### config.mk
export PLATFORM = sky130hd
export DESIGN_NAME = trit_alu
export DESIGN_NICKNAME = d
export VERILOG_FILES = /design/src/rtl/trit_alu_pkg.sv /design/src/rtl/trit_clean.sv /design/src/rtl/trit_adder.sv /design/src/rtl/trit_logic.sv /design/src/rtl/trit_alu.sv
export SDC_FILE = /design/constraint.sdc
export NUM_CORES = 1
export LEC_CHECK = 0
export BUFFER_PORTS_ARGS = -buffer_cell sky130_fd_sc_hd__buf_4
export CORE_AREA = 2 2 39 41
export DETAILED_ROUTE_END_ITERATION = 8
export DIE_AREA = 0 0 41 43
export SYNTH_ARGS = -nofsm -noshare
export SYNTH_HDL_FRONTEND = slang
export SYNTH_HIERARCHICAL = 1
export SYNTH_SLANG_ARGS = --single-unit
### constraint.sdc
create_clock -name vclk -period 1.6
set_input_delay 0.16 -clock vclk [all_inputs]
set_output_delay 0.16 -clock vclk [all_outputs]
set_load 0.02 [all_outputs]
### src/rtl/trit_alu_pkg.sv
package trit_alu_pkg;

    localparam int TRIT_W = 2;

    localparam logic [TRIT_W-1:0] T_FAULT = 2'b00;
    localparam logic [TRIT_W-1:0] T_NEG   = 2'b01;
    localparam logic [TRIT_W-1:0] T_POS   = 2'b10;
    localparam logic [TRIT_W-1:0] T_ZERO  = 2'b11;

    typedef enum logic [1:0] {
        OP_ADD  = 2'd0,
        OP_MUL  = 2'd1,
        OP_NEG  = 2'd2,
        OP_CONS = 2'd3
    } trit_op_e;

    typedef struct packed {
        logic [TRIT_W-1:0] res;
        logic [TRIT_W-1:0] carry;
    } trit_pair_t;

    // Integer view of a wire code; the fault code reads as zero.
    function automatic int trit_val(logic [TRIT_W-1:0] code);
        case (code)
            T_NEG:   return -1;
            T_POS:   return 1;
            default: return 0;
        endcase
    endfunction

endpackage

### src/rtl/trit_clean.sv
module trit_clean
    import trit_alu_pkg::*;
(
    input  logic [TRIT_W-1:0] raw_d,
    output logic [TRIT_W-1:0] clean_d
);

    // Map the fault code onto zero so that later stages see three codes only.
    always_comb begin
        clean_d = (raw_d == T_FAULT) ? T_ZERO : raw_d;
    end

endmodule

### src/rtl/trit_adder.sv
module trit_adder
    import trit_alu_pkg::*;
(
    input  logic [TRIT_W-1:0] a_d,
    input  logic [TRIT_W-1:0] b_d,
    output trit_pair_t        sum_d
);

    logic both_pos;
    logic both_neg;
    logic a_zero;
    logic b_zero;

    always_comb begin
        both_pos = (a_d == T_POS) && (b_d == T_POS);
        both_neg = (a_d == T_NEG) && (b_d == T_NEG);
        a_zero   = (a_d == T_ZERO);
        b_zero   = (b_d == T_ZERO);

        sum_d.carry = T_ZERO;
        if (both_pos) begin
            sum_d.res   = T_NEG;
            sum_d.carry = T_POS;
        end else if (both_neg) begin
            sum_d.res   = T_POS;
            sum_d.carry = T_NEG;
        end else if (a_zero) begin
            sum_d.res = b_d;
        end else if (b_zero) begin
            sum_d.res = a_d;
        end else begin
            // opposite signs cancel
            sum_d.res = T_ZERO;
        end
    end

endmodule

### src/rtl/trit_logic.sv
module trit_logic
    import trit_alu_pkg::*;
(
    input  logic [TRIT_W-1:0] a_d,
    input  logic [TRIT_W-1:0] b_d,
    output logic [TRIT_W-1:0] mul_d,
    output logic [TRIT_W-1:0] neg_d,
    output logic [TRIT_W-1:0] cons_d
);

    always_comb begin
        // Swapping the two wire bits negates; zero (11) maps to itself.
        neg_d = {a_d[0], a_d[1]};

        if ((a_d == T_ZERO) || (b_d == T_ZERO)) begin
            mul_d = T_ZERO;
        end else if (a_d == b_d) begin
            mul_d = T_POS;
        end else begin
            mul_d = T_NEG;
        end

        cons_d = (a_d == b_d) ? a_d : T_ZERO;
    end

endmodule

### src/rtl/trit_alu.sv
module trit_alu
    import trit_alu_pkg::*;
(
    input  logic [1:0]        op_sel,
    input  logic [TRIT_W-1:0] a_trit,
    input  logic [TRIT_W-1:0] b_trit,
    output logic [TRIT_W-1:0] res_trit,
    output logic [TRIT_W-1:0] carry_trit
);

    localparam int N_OPND = 2;

    logic [TRIT_W-1:0] raw_d   [N_OPND];
    logic [TRIT_W-1:0] clean_d [N_OPND];

    assign raw_d[0] = a_trit;
    assign raw_d[1] = b_trit;

    for (genvar gi = 0; gi < N_OPND; gi++) begin : g_clean
        trit_clean u_clean (
            .raw_d   (raw_d[gi]),
            .clean_d (clean_d[gi])
        );
    end

    trit_pair_t        sum_d;
    logic [TRIT_W-1:0] mul_d;
    logic [TRIT_W-1:0] neg_d;
    logic [TRIT_W-1:0] cons_d;
    trit_pair_t        out_d;

    trit_adder u_adder (
        .a_d   (clean_d[0]),
        .b_d   (clean_d[1]),
        .sum_d (sum_d)
    );

    trit_logic u_logic (
        .a_d    (clean_d[0]),
        .b_d    (clean_d[1]),
        .mul_d  (mul_d),
        .neg_d  (neg_d),
        .cons_d (cons_d)
    );

    always_comb begin
        out_d.carry = T_ZERO;
        case (trit_op_e'(op_sel))
            OP_ADD:  out_d   = sum_d;
            OP_MUL:  out_d.res = mul_d;
            OP_NEG:  out_d.res = neg_d;
            default: out_d.res = cons_d;
        endcase
    end

    assign res_trit   = out_d.res;
    assign carry_trit = out_d.carry;

    // Checks on the selected outputs against the operand values.
    always_comb begin
        a_r1_no_fault_res: assert (res_trit != T_FAULT);
        a_r1_no_fault_carry: assert (carry_trit != T_FAULT);
        if (trit_op_e'(op_sel) != OP_ADD) begin
            a_r7_carry_zero: assert (carry_trit == T_ZERO);
        end
        if (trit_op_e'(op_sel) == OP_ADD) begin
            // result plus three times carry equals the integer sum
            a_r3_sum_value: assert (trit_val(res_trit) + 3 * trit_val(carry_trit)
                                    == trit_val(a_trit) + trit_val(b_trit));
        end
        if (trit_op_e'(op_sel) == OP_NEG) begin
            a_r5_neg_value: assert (trit_val(res_trit) + trit_val(a_trit) == 0);
        end
    end

endmodule

### Yosys cells after proc, flatten, opt, wreduce, memory -nomap -nowiden

Cells that the tools add are included.

* multiplexer cells: 12
* eq/ne operators: 9
* reduce and logical (&&, ||, !) cells: 6

Operator list (count)
* $mux 2: 10
* $eq 2x2->1 const B: 5
* $eq 2x1->1 const B: 3
* $logic_not 2->1: 3
* $pmux 2 s3: 1
* $mux 4: 1
* $eq 2x2->1: 1
* $logic_and 1x1->1: 2
* $logic_or 1x1->1: 1

* register bits after elaboration: 0
* input bits: 6
* logic and storage cells: 27

### Logic depth before layout (Yosys ltp)

Gate-level depths: netlist of run 1.

* depth after elaboration: 8
* depth in mapped cells: 4

### Hierarchy

Netlist of run 1, hierarchy kept.

By module, submodules not included
* trit_adder: times used 1, area an instance 77.6 sq um, seq. area each 0.0 sq um, cells an instance 11
* trit_logic: times used 1, area an instance 70.1 sq um, seq. area each 0.0 sq um, cells an instance 12
* trit_alu: times used 1, area an instance 67.6 sq um, seq. area each 0.0 sq um, cells an instance 4
* trit_clean: times used 2, area an instance 12.5 sq um, seq. area each 0.0 sq um, cells an instance 2

### Worst setup path before layout of run 1

OpenSTA, ideal clock, no wires.

* path kind: input to output
* start point: input a_trit[1]
* end point: output res_trit[0]
* required time: 1.440 ns
* buffers on the path: 0
* setup slack: -0.150 ns
* stages: 4
* arrival: 1.590 ns
* path through: nand2b_1 or3b_1 a31o_1 mux4_1

RTL lines
* start, declared: line trit_alu.sv:5 `input logic [TRIT_W-1:0] a_trit,`
* end, declared: line trit_alu.sv:7 `output logic [TRIT_W-1:0] res_trit,`

==> out/metrics.cfg, run 1 <==
[cells_and_area]
design_area_um2 = 420.4
design.seq.count = 0
fin_nets = 52
layoutNonFillerInstCount = 60
clockBufferCount = 0
drive_gt1_share_pct = 56.82
syn_to_final_growth_pct = 75.00
antenna_cells = 0
seq_area_um2 = 0

[yosys]
syn_nets = 37
synth.most_common_cell = nand2b_1
synth-warning-count = 6
yosys-top-cells-count = 6 x nand2b_1, 5 x nor2_1
synth_top_cell_by_area = mux4_1
avgSynthCellArea_um2 = 7.749
yosysSeqAreaShare_pct = 0
synth_cell_types = 15
synth.area.top_cells = mux4_1 22%, nand2b_1 16%, nor2_1 7.8%
synth_cells = 31
synth_top_area_share_pct = 21.88
netlist_area_um2 = 240.2

[routing]
ant_nets = 0
routed_wl_um = 641
drc = 0
first_iter_violations = 23
vias_per_cell = 4.550
dr.pass1.iters = 4
wire_per_inst_um = 10.68
vias = 273

[worst_setup_path]
critical_path_class = in -> out
cp-end-kind = output pin
critPathLaunchType = input pin
cp.required_ns = 1.44
critPathMaxFanout = 2
arrival_ns = 1.59
critical_path.slowest_cell = mux4_2
cpPeakStageDelay_ns = 0.46
cp_common_cell = buf_6
path_cells = buf_6 -> nand2b_4 -> or3b_1 -> a31o_1 -> mux4_2 -> buf_6

[min_path]
hold_start = op_sel[1]
whs_endpoint = carry_trit[1]
min_path_cells = 3
hold_path.class = in -> out

[die]
die_x_um = 41
core_um2 = 1384
row_count = 14
start_util_pct = 17.36
dieArea_um2 = 1763
fp.dieH_um = 43
pin_count = 10

[timing]
timing.slew.headroom_pct = 88.04
fin_crit_ns = 1.752
rsz0062_at_grt = true
setup_slack_ns = -0.1515
tightest_slew_ns = 0.1787
max_freq_mhz = 570.9
slew_violations = 0
fin_crit_sh_pct = 109.5
finalHoldViolations = 0
finalSetupViolations = 2

[grt]
grt_pass1_vias = 232
antenna_found_initial = 0
gr-total-overflow = 0
grt_max_degree = 10
grt_pass1_wl_um = 1090
grt_util_all_layers_pct = 8.425

[power]
ir_drop_mv = 0.06518
finalPower_mw = 0.1040
power.leakage_nw = 0.1645
p_per_area_nw_per_um2 = 247.4

[place]
gp_congestion = 0.6785
io_buffers = 10
place_area_um2 = 370.4
dpl.hpwl_um = 507.3
dp_cells = 60

[run_status]
run_status = complete, but fails checks
violations = setup timing

[flow_run]
max_cap_violations = 0

[clock_network]
post_cts_buffers = 0

## where the power goes
part | internal (mW) | switching, mW
Sequential | 0 | 0
Clock | 0 | 0
Combinational | 0.0616 | 0.0424
Total | 0.0616 | 0.0424
## timing repair
item / CTS / global route
pin swaps: 4 / 4
setup endpoints to repair: 2 / 2
hold buffers: 0 / 0
gates resized for setup: 7 / 5
endpoints found under the hold margin: 0 / 0
cloned: 0 / 0
## worst max-delay path by stage
| stage | start | endpoint | depth (start not counted) |
|---|---|---|---|
| global route | b_trit[0] | res_trit[1] | 6 |
| floorplan | b_trit[1] | res_trit[0] | 4 |
| CTS | b_trit[0] | res_trit[1] | 6 |
| global placement | b_trit[0] | res_trit[1] | 6 |
| detailed placement | b_trit[0] | res_trit[1] | 6 |
| finish | a_trit[1] | res_trit[0] | 6 |
## critical path, delay by kind of cell
family | cells | cell delay, ns
buffers and inverters | 2 | 0.25
AOI/OAI and AO/OA | 1 | 0.23
and+or+nand+nor | 2 | 0.50
muxes | 1 | 0.46
## final cells by class
type | count | area, um^2
fill | 162 | 963.4
multi-input combinational | 29 | 257.7
tap | 16 | 20.02
timing repair buffer | 15 | 142.6
## placed cells by master (no fill, tap or decap)
cell type	count
xnor2_2	1
and2_1	1
or3b_1	1
a31o_1	2
buf_4	9
nand4bb_1	1
mux4_2	2
nand2b_4	4
nand3_1	1
a22oi_1	1
a21oi_1	2
nand2_1	1
nor2_1	5
buf_8	2
xnor2_1	1
o21ai_0	1
buf_6	4
or3_2	2
or3b_4	1
nand2b_1	2
## kinds of logic (layout without fill, tap and decap cells)
logic type / count (synthesis) / count (layout) / synth area share (%)
and+or+nand+nor: 19 / 19 / 47.92
AOI/OAI and AO/OA: 6 / 6 / 16.67
xor gates and xnor gates: 2 / 2 / 7.293
muxes: 2 / 2 / 21.87
buffers and inverters: 2 / 15 / 6.248
## per-layer routing
layer  wire length (um)  track usage [%]
met2                383            14.69
met5                  0                0
met3                 18                0
met4                  0                0
met1                239            11.86
## per-stage QoR
step	TNS [ns]	setup slack, ns	utilization (%)	hold WS (ns)
after floorplan	-0.01070	-0.01070	-	0.4639
after global placement	-0.4097	-0.2153	26.76	0.6538
after detailed placement	-0.4229	-0.2156	26.76	0.6577
after CTS	-0.2853	-0.1674	28.84	0.6577
after global routing	-0.3719	-0.2004	30.38	0.6725
final	-0.2969	-0.1515	30.38	0.6548
Note: power is estimated with default switching activity, not from simulation.
==> inputs of run 2 (changes only) <==
--- a/config.mk
+++ b/config.mk
@@ -5,6 +5,7 @@
 export SDC_FILE = /design/constraint.sdc
 export NUM_CORES = 1
 export LEC_CHECK = 0
+export ABC_AREA = 1
 export BUFFER_PORTS_ARGS = -buffer_cell sky130_fd_sc_hd__buf_4
 export CORE_AREA = 2 2 39 41
 export DETAILED_ROUTE_END_ITERATION = 8
==> run 2 against run 1 <==
  * The flow now finishes without violations
  * Cell count rose by 45%
  * Combinational power fell by 11%
  * Utilization fell by 4.8 points
  * Hold slack improved by 0.0094 ns
  * Maximum frequency rose by 38%
  * Non-clock buffer count fell by 5
  * Power fell by 11%
==> out/metrics.cfg, run 2 <==
[power]
p_per_area_nw_per_um2 = 260.0  ; was 247.4 nW/um^2
ir_drop_mv = 0.06791  ; was 0.06518 mV
finalPower_mw = 0.09206  ; was 0.1040 mW
power.share.clock_pct = 0  ; about the same
p_comb_share_pct = 100.0  ; about the same
power.leakage_nw = 0.2536  ; was 0.1645 nW
p_switching_mw = 0.05502  ; was 0.04242 mW
p_seq_share_pct = 0  ; about the same
p_int_mw = 0.03704  ; was 0.06158 mW
p_sw_share_pct = 59.76  ; was 40.79%

[yosys]
synth_cell_types = 9  ; was 15
synth_cells = 63  ; was 31
synth.area.top_cells = nand2_1 36%, inv_1 19%, nand3_1 18%  ; was mux4_1 22%, nand2b_1 16%, nor2_1 7.8%
synth_top_cell_by_area = nand2_1  ; was mux4_1
yosysSeqAreaShare_pct = 0  ; unchanged
netlist_area_um2 = 274.0  ; was 240.2 um^2
syn_nets = 69  ; was 37
synth.most_common_cell = nand2_1  ; was nand2b_1
yosys-top-cells-count = 26 x nand2_1, 14 x inv_1, 10 x nand3_1  ; was 6 x nand2b_1, 5 x nor2_1
avgSynthCellArea_um2 = 4.349  ; was 7.749 um^2
synth_top_area_share_pct = 35.62  ; was 21.88%
synth-warning-count = 6  ; unchanged

[cells_and_area]
seq_area_um2 = 0  ; unchanged
final_util_pct = 25.59  ; was 30.38%
design.seq.count = 0  ; unchanged
drive_gt1_share_pct = 23.94  ; was 56.82%
fin_nets = 79  ; was 52
layout_common_cells = 26 x nand2_1, 14 x inv_1, 10 x nand3_1, 10 x buf_4, 4 x nand2_2  ; was 9 x buf_4, 5 x nor2_1, 4 x nand2b_4, 4 x buf_6
syn_to_final_growth_pct = 29.22  ; was 75.00%
design_area_um2 = 354.1  ; was 420.4 um^2
clockBufferCount = 0  ; unchanged
antenna_cells = 0  ; unchanged
final_common_cell = nand2_1  ; was buf_4

[timing]
slew_violations = 0  ; unchanged
fin_crit_sh_pct = 79.45  ; was 109.5%
tightest_slew_ns = 0.2433  ; was 0.1787 ns
tns_ns = 0  ; was -0.2969 ns
rsz0062_at_grt = false  ; was true
finalSetupViolations = 0  ; was 2
max_freq_mhz = 786.6  ; was 570.9 MHz
fin_crit_ns = 1.271  ; was 1.752 ns
finalHoldViolations = 0  ; unchanged
timing.slew.headroom_pct = 83.74  ; was 88.04%

[place]
io_buffers = 10  ; unchanged
gp_congestion = 0.7004  ; was 0.6785
place_area_um2 = 354.1  ; was 370.4 um^2
dpl.hpwl_um = 486.3  ; was 507.3 um

[routing]
drc = 0  ; unchanged
vias = 356  ; was 273
vias_per_cell = 4.092  ; was 4.550
wire_per_inst_um = 6.333  ; was 10.68 um
routed_wl_um = 551  ; was 641 um
first_iter_violations = 7  ; was 23
dr.pass1.iters = 4  ; unchanged
ant_nets = 0  ; unchanged

[clock_network]
post_cts_buffers = 0  ; unchanged
ctsResizeCount = 0  ; was 7
hold_buffers = 0  ; unchanged

[die]
core_um2 = 1384  ; unchanged
row_count = 14  ; unchanged
pin_count = 10  ; unchanged
dieArea_um2 = 1763  ; unchanged
fp.dieH_um = 43  ; unchanged
die_x_um = 41  ; unchanged
start_util_pct = 19.80  ; was 17.36%

[worst_setup_path]
critical_path_class = in -> out  ; unchanged
arrival_ns = 1.11  ; was 1.59 ns
critPathMaxFanout = 7  ; was 2
cp.required_ns = 1.44  ; about the same
cp-end-kind = output pin  ; unchanged
critPathLaunchType = input pin  ; unchanged

[run_status]
run_status = complete, no violations  ; was complete, but fails checks

[grt]
gr-total-overflow = 0  ; unchanged
grt_max_degree = 8  ; was 10
antenna_found_initial = 0  ; unchanged
grt_util_all_layers_pct = 6.593  ; was 8.425%
grt_pass1_wl_um = 903  ; was 1090 um
grt_pass1_vias = 253  ; was 232

[min_path]
hold_path.class = in -> out  ; unchanged

[flow_run]
max_cap_violations = 0  ; unchanged

[run 2: routing by layer]
layer  up-vias  wire (um)  track usage, %
li1        202          -               -
met1       146        287           10.44
met2         8        218           10.31
met3         0         45               0
met4         0          0               0
met5         -          0               0
[run 2: critical path, cell delays in order]
cell and delay, ns:
buf_4 0.11, inv_1 0.04, nand2_1 0.14, inv_1 0.11, nand2_1 0.06, nand2_2 0.07, nand2_1 0.05, nand2_1 0.05
nand3_1 0.07, nand4_1 0.10, buf_4 0.14
[run 2: final timing paths]
| check | start | to | slack [ns] | cells past startpoint |
|---|---|---|---|---|
| max | a_trit[1] | res_trit[1] | 0.33 | 11 |
| min | op_sel[0] | carry_trit[0] | 0.66 | 4 |
[run 2: cell families (layout without fill, tap and decap cells)]
family | after synthesis | after routing | share of synthesized area [%]
buffers and inverters | 18 | 26 | 27.40
AND/OR/NAND/NOR | 45 | 45 | 72.60
[run 2: area by class of cell]
cell class / instances / area, um^2
fillers: 166 / 1030
multi-input cells: 45 / 198.9
repair buffers: 10 / 75.07
inverters: 16 / 60.06
well taps: 16 / 20.02
[run 2: power groups by stage]
| stage | registers, mW | logic [mW] | clock network (mW) |
|---|---|---|---|
| floorplan | 0 | 0.0631 | 0 |
| global placement | 0 | 0.0913 | 0 |
| detailed placement | 0 | 0.0926 | 0 |
| CTS | 0 | 0.0927 | 0 |
| global route | 0 | 0.104 | 0 |
| finish | 0 | 0.0921 | 0 |
[run 2: stage by stage]
| step | cells | hold WS, ns | setup slack (ns) |
|---|---|---|---|
| 2_1_floorplan | 63 | 0.4983 | 0.5540 |
| 3_3_place_gp | 87 | 0.6709 | 0.3350 |
| 3_5_place_dp | 87 | 0.6695 | 0.3225 |
| 4_1_cts | 87 | 0.6697 | 0.3236 |
| 5_1_grt | 87 | 0.7006 | 0.2120 |
| 6_report | 87 | 0.6643 | 0.3288 |
